--- src/rtl/scan_pair_pkg.sv ---
package scan_pair_pkg;
    typedef enum logic {
        MODE_NARROW = 1'b0,
        MODE_WIDE   = 1'b1
    } scan_mode_e;

    typedef enum logic {
        SEG_A = 1'b0,
        SEG_B = 1'b1
    } seg_sel_e;
endpackage

--- src/rtl/scan_seg_ctrl.sv ---
module scan_seg_ctrl
    import scan_pair_pkg::*;
#(
    parameter int PART_LEN = 8
) (
    input  logic clk,
    input  logic rst_n,
    input  logic mode_req,
    input  logic shift_en,
    input  logic capture,
    output logic wide,
    output logic seg_b,
    output logic en_a,
    output logic en_b
);
    localparam int CW = $clog2(2 * PART_LEN);
    localparam logic [CW-1:0] LAST_NARROW = CW'(2 * PART_LEN - 1);
    localparam logic [CW-1:0] LAST_WIDE   = CW'(PART_LEN - 1);
    localparam logic [CW-1:0] HALF        = CW'(PART_LEN);

    typedef struct packed {
        logic [CW-1:0] pos;
        scan_mode_e    mode;
    } ctrl_t;

    ctrl_t st_d, st_q;
    logic  do_shift;
    seg_sel_e seg;

    always_comb begin
        st_d     = st_q;
        do_shift = shift_en && !capture;
        seg      = (st_q.pos < HALF) ? SEG_A : SEG_B;
        if (do_shift) begin
            if (st_q.pos == ((st_q.mode == MODE_WIDE) ? LAST_WIDE : LAST_NARROW)) begin
                st_d.pos = '0;
            end else begin
                st_d.pos = st_q.pos + 1'b1;
            end
        end
        if ((st_q.pos == '0) && !shift_en) begin
            st_d.mode = scan_mode_e'(mode_req);
        end
    end

    always_ff @(posedge clk or negedge rst_n) begin
        if (!rst_n) begin
            st_q <= '{pos: '0, mode: MODE_NARROW};
        end else begin
            st_q <= st_d;
        end
    end

    assign wide  = (st_q.mode == MODE_WIDE);
    assign seg_b = (seg == SEG_B);
    assign en_a  = capture || (do_shift && (wide || seg == SEG_A));
    assign en_b  = capture || (do_shift && (wide || seg == SEG_B));

    assert_one_seg_narrow_R2: assert property (@(posedge clk) disable iff (!rst_n)
        (!wide && shift_en && !capture) |-> $countones({en_a, en_b}) == 1);
    assert_both_seg_wide_R4: assert property (@(posedge clk) disable iff (!rst_n)
        (wide && shift_en && !capture) |-> (en_a && en_b));
    assert_capture_both_R6: assert property (@(posedge clk) disable iff (!rst_n)
        capture |-> (en_a && en_b));
    assert_capture_holds_pos_R6: assert property (@(posedge clk) disable iff (!rst_n)
        capture |=> $stable(st_q.pos));
    assert_mode_held_R7: assert property (@(posedge clk) disable iff (!rst_n)
        (st_q.pos != '0) |=> $stable(st_q.mode));
    assert_wrap_R8: assert property (@(posedge clk) disable iff (!rst_n)
        (do_shift && wide && st_q.pos == LAST_WIDE) |=> (st_q.pos == '0));
    assert_idle_R9: assert property (@(posedge clk) disable iff (!rst_n)
        (!shift_en && !capture) |-> (!en_a && !en_b));
endmodule

--- src/rtl/scan_cell_chain.sv ---
module scan_cell_chain #(
    parameter int PART_LEN = 8
) (
    input  logic clk,
    input  logic rst_n,
    input  logic en,
    input  logic capture,
    input  logic sin,
    output logic sout
);
    logic [PART_LEN-1:0] cells_d, cells_q;

    always_comb begin
        cells_d = cells_q;
        if (en) begin
            if (capture) begin
                cells_d = ~cells_q;
            end else begin
                cells_d = {cells_q[PART_LEN-2:0], sin};
            end
        end
    end

    always_ff @(posedge clk or negedge rst_n) begin
        if (!rst_n) begin
            cells_q <= '0;
        end else begin
            cells_q <= cells_d;
        end
    end

    assign sout = cells_q[PART_LEN-1];

    assert_gated_frozen_R5: assert property (@(posedge clk) disable iff (!rst_n)
        !en |=> $stable(cells_q));
    assert_capture_invert_R6: assert property (@(posedge clk) disable iff (!rst_n)
        (en && capture) |=> (cells_q == ~$past(cells_q)));
endmodule

--- src/rtl/scan_out_steer.sv ---
module scan_out_steer (
    input  logic wide,
    input  logic seg_b,
    input  logic so_a,
    input  logic so_b,
    output logic out1,
    output logic out2
);
    always_comb begin
        if (wide) begin
            out1 = so_a;
            out2 = so_b;
        end else begin
            out1 = seg_b ? so_b : so_a;
            out2 = 1'b0;
        end
    end

    always_comb begin
        assert_out2_quiet_R3: assert (wide || !out2);
    end
endmodule

--- src/rtl/scan_pair_wrapper.sv ---
module scan_pair_wrapper #(
    parameter int PART_LEN = 8
) (
    input  logic clk,
    input  logic rst_n,
    input  logic mode_req,
    input  logic shift_en,
    input  logic capture,
    input  logic tam_in1,
    input  logic tam_in2,
    output logic tam_out1,
    output logic tam_out2,
    output logic mode_wide,
    output logic clk_en_a,
    output logic clk_en_b
);
    localparam int NSEG = 2;

    logic wide, seg_b;
    logic [NSEG-1:0] seg_en, seg_sin, seg_sout;

    scan_seg_ctrl #(.PART_LEN(PART_LEN)) u_ctrl (
        .clk      (clk),
        .rst_n    (rst_n),
        .mode_req (mode_req),
        .shift_en (shift_en),
        .capture  (capture),
        .wide     (wide),
        .seg_b    (seg_b),
        .en_a     (seg_en[0]),
        .en_b     (seg_en[1])
    );

    assign seg_sin[0] = tam_in1;
    assign seg_sin[1] = wide ? tam_in2 : tam_in1;

    for (genvar g = 0; g < NSEG; g++) begin : g_seg
        scan_cell_chain #(.PART_LEN(PART_LEN)) u_chain (
            .clk     (clk),
            .rst_n   (rst_n),
            .en      (seg_en[g]),
            .capture (capture),
            .sin     (seg_sin[g]),
            .sout    (seg_sout[g])
        );
    end

    scan_out_steer u_steer (
        .wide  (wide),
        .seg_b (seg_b),
        .so_a  (seg_sout[0]),
        .so_b  (seg_sout[1]),
        .out1  (tam_out1),
        .out2  (tam_out2)
    );

    assign mode_wide = wide;
    assign clk_en_a  = seg_en[0];
    assign clk_en_b  = seg_en[1];
endmodule

--- config.mk ---
export PLATFORM = sky130hd
export DESIGN_NAME = scan_pair_wrapper
export DESIGN_NICKNAME = d
export VERILOG_FILES = /design/src/rtl/scan_pair_pkg.sv /design/src/rtl/scan_seg_ctrl.sv /design/src/rtl/scan_cell_chain.sv /design/src/rtl/scan_out_steer.sv /design/src/rtl/scan_pair_wrapper.sv
export SDC_FILE = /design/constraint.sdc
export NUM_CORES = 1
export LEC_CHECK = 0
export BUFFER_PORTS_ARGS = -buffer_cell sky130_fd_sc_hd__buf_2
export CAP_MARGIN = 20
export CELL_PAD_IN_SITES_DETAIL_PLACEMENT = 1
export CELL_PAD_IN_SITES_GLOBAL_PLACEMENT = 1
export CORE_MARGIN = 2
export CORE_UTILIZATION = 48
export CTS_CLUSTER_SIZE = 24
export DETAILED_ROUTE_END_ITERATION = 16
export GPL_TIMING_DRIVEN = 0
export PLACE_DENSITY_LB_ADDON = 0.05
export SYNTH_ARGS = -nofsm -noshare
export SYNTH_HDL_FRONTEND = slang
export SYNTH_SLANG_ARGS = --single-unit
--- constraint.sdc ---
create_clock -name clk -period 3.8 [get_ports clk]
set_clock_uncertainty 0.05 [all_clocks]
set_input_delay 0 -clock clk [delete_from_list [all_inputs] [get_ports clk]]
set_output_delay 0 -clock clk [all_outputs]
set_load 0.01 [all_outputs]
## Word level (Yosys, flattened, before mapping)

Cells that the tools add are included.

- Bits in registers: 21
- Bits of input ports: 7
- Output and inout port bits: 5
- Logic and storage cells: 29

- Equal/unequal tests: 1
- Muxes and demuxes: 9
- Reductions and logical operators: 11
- Order comparisons: 1
- Bitwise operators: 2
- Add/subtract/negate cells: 1

Operators by type and width:

| operator | number |
|---|---|
| 2-to-1 mux 8 bit | 2 |
| inverter 8 bit | 2 |
| 2-to-1 mux 4 bit | 2 |
| 2-to-1 mux 1 bit | 5 |
| adder 4 x 1 -> 4 bit, second input constant | 1 |
| == test 4 bit | 1 |
| logical AND 1 bit | 4 |
| logical NOT 4 bit | 1 |
| logical OR 1 bit | 4 |
| < comparator 4 bit, second input constant | 1 |
| logical NOT 1 bit | 2 |

## Longest topological paths before layout

- Depth in word-level cells: 5
- Depth in mapped cells: 6
- Depth with buffers taken out: 5

## Cells and area by module

From an unflattened synthesis, not the netlist that was laid out.

- Cells, all modules: 118
- Area, all modules: 1,198.6 um2

Modules (own cells, without submodules):

| module | area each (um2) | cells each | seq. area each (um2) | times used |
|---|---|---|---|---|
| scan_cell_chain | 412.9 | 41 | 200.2 | 2 |
| scan_seg_ctrl | 329.1 | 32 | 125.1 | 1 |
| scan_out_steer | 28.8 | 3 | 0.0 | 1 |
| scan_pair_wrapper | 15.0 | 1 | 0.0 | 1 |

## Least setup slack after synthesis

No wires, ideal clock.

- Path type: reg2reg
- Start point: register u_ctrl.st_q, in the netlist u_ctrl.wide
- End point: register g_seg[0].u_chain.cells_q[0]
- Path slack: 2,262 ps
- Arrival time: 1,364 ps
- Setup time: 125 ps
- Stages on the path, launching flop included: 6
- Required time: 3,625 ps
- Cell sequence: dfrtp_1 -> inv_1 -> ha_1 -> inv_1 -> a21oi_4 -> mux2_2

- Cells in the longest elaborated chain, start to end: 3

Ends and longest elaborated chain:

| what | RTL line | source |
|---|---|---|
| from (decl) | scan_seg_ctrl.sv:26 | `ctrl_t st_d, st_q;` |
| from (signal assigned) | scan_seg_ctrl.sv:48 | `st_q <= '{pos: '0, mode: MODE_NARROW};` |
| from (signal assigned) | scan_seg_ctrl.sv:50 | `st_q <= st_d;` |
| logical OR 1 bit | scan_seg_ctrl.sv:56 | `assign en_a = capture \|\| (do_shift && (wide \|\| seg == SEG_A));` |
| logical AND 1 bit | scan_seg_ctrl.sv:56 |  |
| logical OR 1 bit | scan_seg_ctrl.sv:56 |  |
| to (signal assigned) | scan_cell_chain.sv:28 | `cells_q <= cells_d;` |
| to (decl) | scan_cell_chain.sv:11 | `logic [PART_LEN-1:0] cells_d, cells_q;` |

No other way between the ends.
A chain may end at the register's enable or synchronous reset.

## Final worst setup path

- Start point: register u_ctrl.st_q, in the netlist u_ctrl.wide
- End point: output clk_en_a

- Cells in the longest elaborated chain, start to end: 3

Ends and longest elaborated chain:

| what | RTL line | source |
|---|---|---|
| logical OR 1 bit | scan_seg_ctrl.sv:56 |  |
| logical AND 1 bit | scan_seg_ctrl.sv:56 |  |
| logical OR 1 bit | scan_seg_ctrl.sv:56 |  |
| to (decl) | scan_pair_wrapper.sv:14 | `output logic clk_en_a,` |

No other way between the ends.

==> results.txt <==
period utilization = 43.7%
hold crit path type = in -> reg
f_max = 602 MHz
Compound-Gate Fraction of Synth Area = 7.82%
post-synthesis mux area share = 26.6%
total clock sinks = 21
crit path kind = reg -> out
share of cells above drive strength 1 = 20.9%
H-tree depth = 1
clock power share = 12.2%
total wire length = 1980 µm
DR WL met2 = 979 µm
switching part of the total = 37.1%
sequential fraction of the synthesis area = 46.9%
unrepaired setup endpoints after global routing = false
antenna diode count = 0
port bufs = 11
synth unique cells = 24
Syn. warnings = 0
P_leak = 0.619 nW
vias in the first global route = 793
Via-to-Cell Ratio = 5.35
placer congestion estimate = 0.641
Met3 Wirelength = 59 µm
placed cell count = 137
Worst-path clk slew = 0.11 ns
Post-DP HPWL = 1500 µm
Power Internal = 544 µW
fin crit period = 1.66 ns
met1 wire length = 908 µm
Initial Util = 50.6%
Worst-Skew Late Latency = 0.30 ns
final core occ = 56.8%
layout net count = 127
P&R area growth vs syn = 12.2%
vias = 765
clk root buf = clkbuf_4
Die W = 52.3 µm
Top Layer Used = met4
mean area per synthesized cell = 11.4 µm²
Syn Nets = 109
Final Non-Filler Cells = 143
first-pass GRT wire length = 3550 µm
synthesized cell area = 1120 µm²
post-synthesis cell count = 98
Pwr per Cell Area = 689 nW/µm²
Post-Synth Adder-Cell Area = 4.47%
Post-Synth XOR/XNOR Area = 0.782%
I/O pin total = 12
worst-path maximum fanout = 9
GRT Overall Usage = 17.9%
Worst Setup Start Kind = flip-flop
Logic pwr share = 39.1%
Seq cells post-synth = 21
initial antenna violation count = 0
post-cts sizing count = 0
Final setup violation count = 0
Max IR drop VDD = 0.329 mV
Inserted Clock Buffers = 3
Post-Synth Simple-Gate Area = 7.93%
drt initial violations = 3
Power, Total = 866 µW
pin count of the biggest net entering global routing = 22
Worst EP arrival = 1.61 ns
DIE AREA = 2740 µm²
TritonCTS clock tree = done
Core Footprint = 2210 µm²
Setup TNS Final = 0 ns
CP required = 3.75 ns
largest family of logic cells by synthesized area = multiplexers
DR pass1 iterations = 2
Pins Over Slew Limit = 0
Clock Tree Buf Depth = 2
maximum capacitance violations = 0
DRC violations left = 0
Reg power frac = 48.7%
drt wl/cell = 13.8 µm
hold slack = 0.0336 ns
Sw Pwr = 322 µW
Die Y = 52.3 µm
Worst slew margin = 68.7%
Final ANT Viol Nets = 0
Placement Rows = 17
status = complete, no violations
Final Hold Viols = 0
Crit. End Element = output pin
total grt overflow = 0
Worst Tran Pin Value = 0.469 ns
-- power groups by stage --
stage | Combinational [mW] | Sequential (mW) | Clock [mW]
after floorplan | 0.264 | 0.402 | 0
after global placement | 0.325 | 0.420 | 0
after detailed placement | 0.344 | 0.427 | 0
after CTS | 0.348 | 0.423 | 0.112
after global routing | 0.396 | 0.439 | 0.121
final | 0.339 | 0.421 | 0.106
-- sequential cells by signal, indices dropped and copies added, names as in the netlist --
register,count
u_ctrl.wide,1
g_seg.u_chain.cells_q,16
u_ctrl.st_q,4
-- cells in the mapped netlist --
master,instances,area [µm²]
a21oi_1,3,15.0
a21oi_4,1,16.3
a22oi_1,1,7.51
a311oi_1,1,8.76
and2_1,1,6.26
and2b_1,1,7.51
buf_2,1,5.00
buf_4,1,7.51
buf_6,1,11.3
dfrtp_1,21,526
ha_1,4,50.1
inv_1,10,37.5
mux2_2,6,67.6
mux2i_1,23,230
nand2_1,5,18.8
nand2b_1,2,12.5
nand3_1,4,20.0
nand3b_1,1,7.51
nor2_1,2,7.51
nor4b_1,1,8.76
o21ai_0,5,25.0
o21bai_1,1,7.51
o31ai_1,1,7.51
xnor2_1,1,8.76
-- logic make-up after synthesis --
| kind of cell | Yosys count |
|---|---|
| multiplexers | 29 |
| flip-flops | 21 |
| AND/OR/NAND/NOR | 17 |
| AO/OA/AOI/OAI | 13 |
| buffers and inverters | 13 |
| adder cells (fa/ha/maj) | 4 |
| XOR/XNOR | 1 |
-- per-stage QoR --
| step | setup slack [ns] | area [µm²] |
|---|---|---|
| detailed placement | 2.17 | 1210 |
| CTS | 2.10 | 1260 |
| global placement | 2.17 | 1210 |
| floorplan | 2.26 | 1120 |
| global route | 1.98 | 1260 |
| finish | 2.14 | 1260 |
-- worst max-delay path, cell delays in order, from the launching register on --
cell     delay, ns
dfrtp_1       0.45
inv_1         0.14
ha_1          0.16
inv_1         0.06
a21oi_4       0.30
inv_1         0.07
buf_2         0.14
-- cells in the final DEF, fill, tap and decap left out, types with 3 or more instances in the layout --
cell type  count
o21ai_0        5
clkbuf_4       3
nand2_1        5
inv_1         10
a21oi_1        3
mux2i_1       23
ha_1           4
buf_2         12
mux2_2         6
dfrtp_1       21
nand3_1        4
-- path summary, 6_finish.rpt --
path | start | to | slack, ns | cells past startpoint
worst max register to register | u_ctrl.wide | g_seg[0].u_chain.cells_q[6] | 2.17 | 5
worst min register to register | g_seg[1].u_chain.cells_q[2] | g_seg[1].u_chain.cells_q[2] | 0.43 | 1
max in group asynchronous | rst_n | g_seg[1].u_chain.cells_q[4] | 3.26 | 2
min in group asynchronous | rst_n | g_seg[1].u_chain.cells_q[7] | 0.12 | 2
worst max-delay path | u_ctrl.wide | clk_en_a | 2.14 | 6
worst min-delay path | shift_en | u_ctrl.st_q[4] | 0.03 | 3
-- area by class of cell --
class / instances / area (µm²)
flip-flops and latches: 21 / 526
multi-input cells: 64 / 533
fillers: 259 / 956
plain buffers: 3 / 23.8
clock buffers: 4 / 26.3
well taps: 28 / 35.0
repair buffers: 13 / 75.1
inverters: 10 / 37.5
-- timing repair --
action / 4_1_cts / 5_1_grt
setup endpoints to repair: 0 / 0
endpoints found under the hold margin: 22 / 0
buffers inserted: 0 / 0
hold buffers: 2 / 0
-- per-layer routing --
layer	up-vias	track usage, %
li1	374	-
met1	377	22.8
met2	10	29.4
met3	4	3.43
met4	0	7.69
met5	-	0
(Power assumes the default switching activity.)
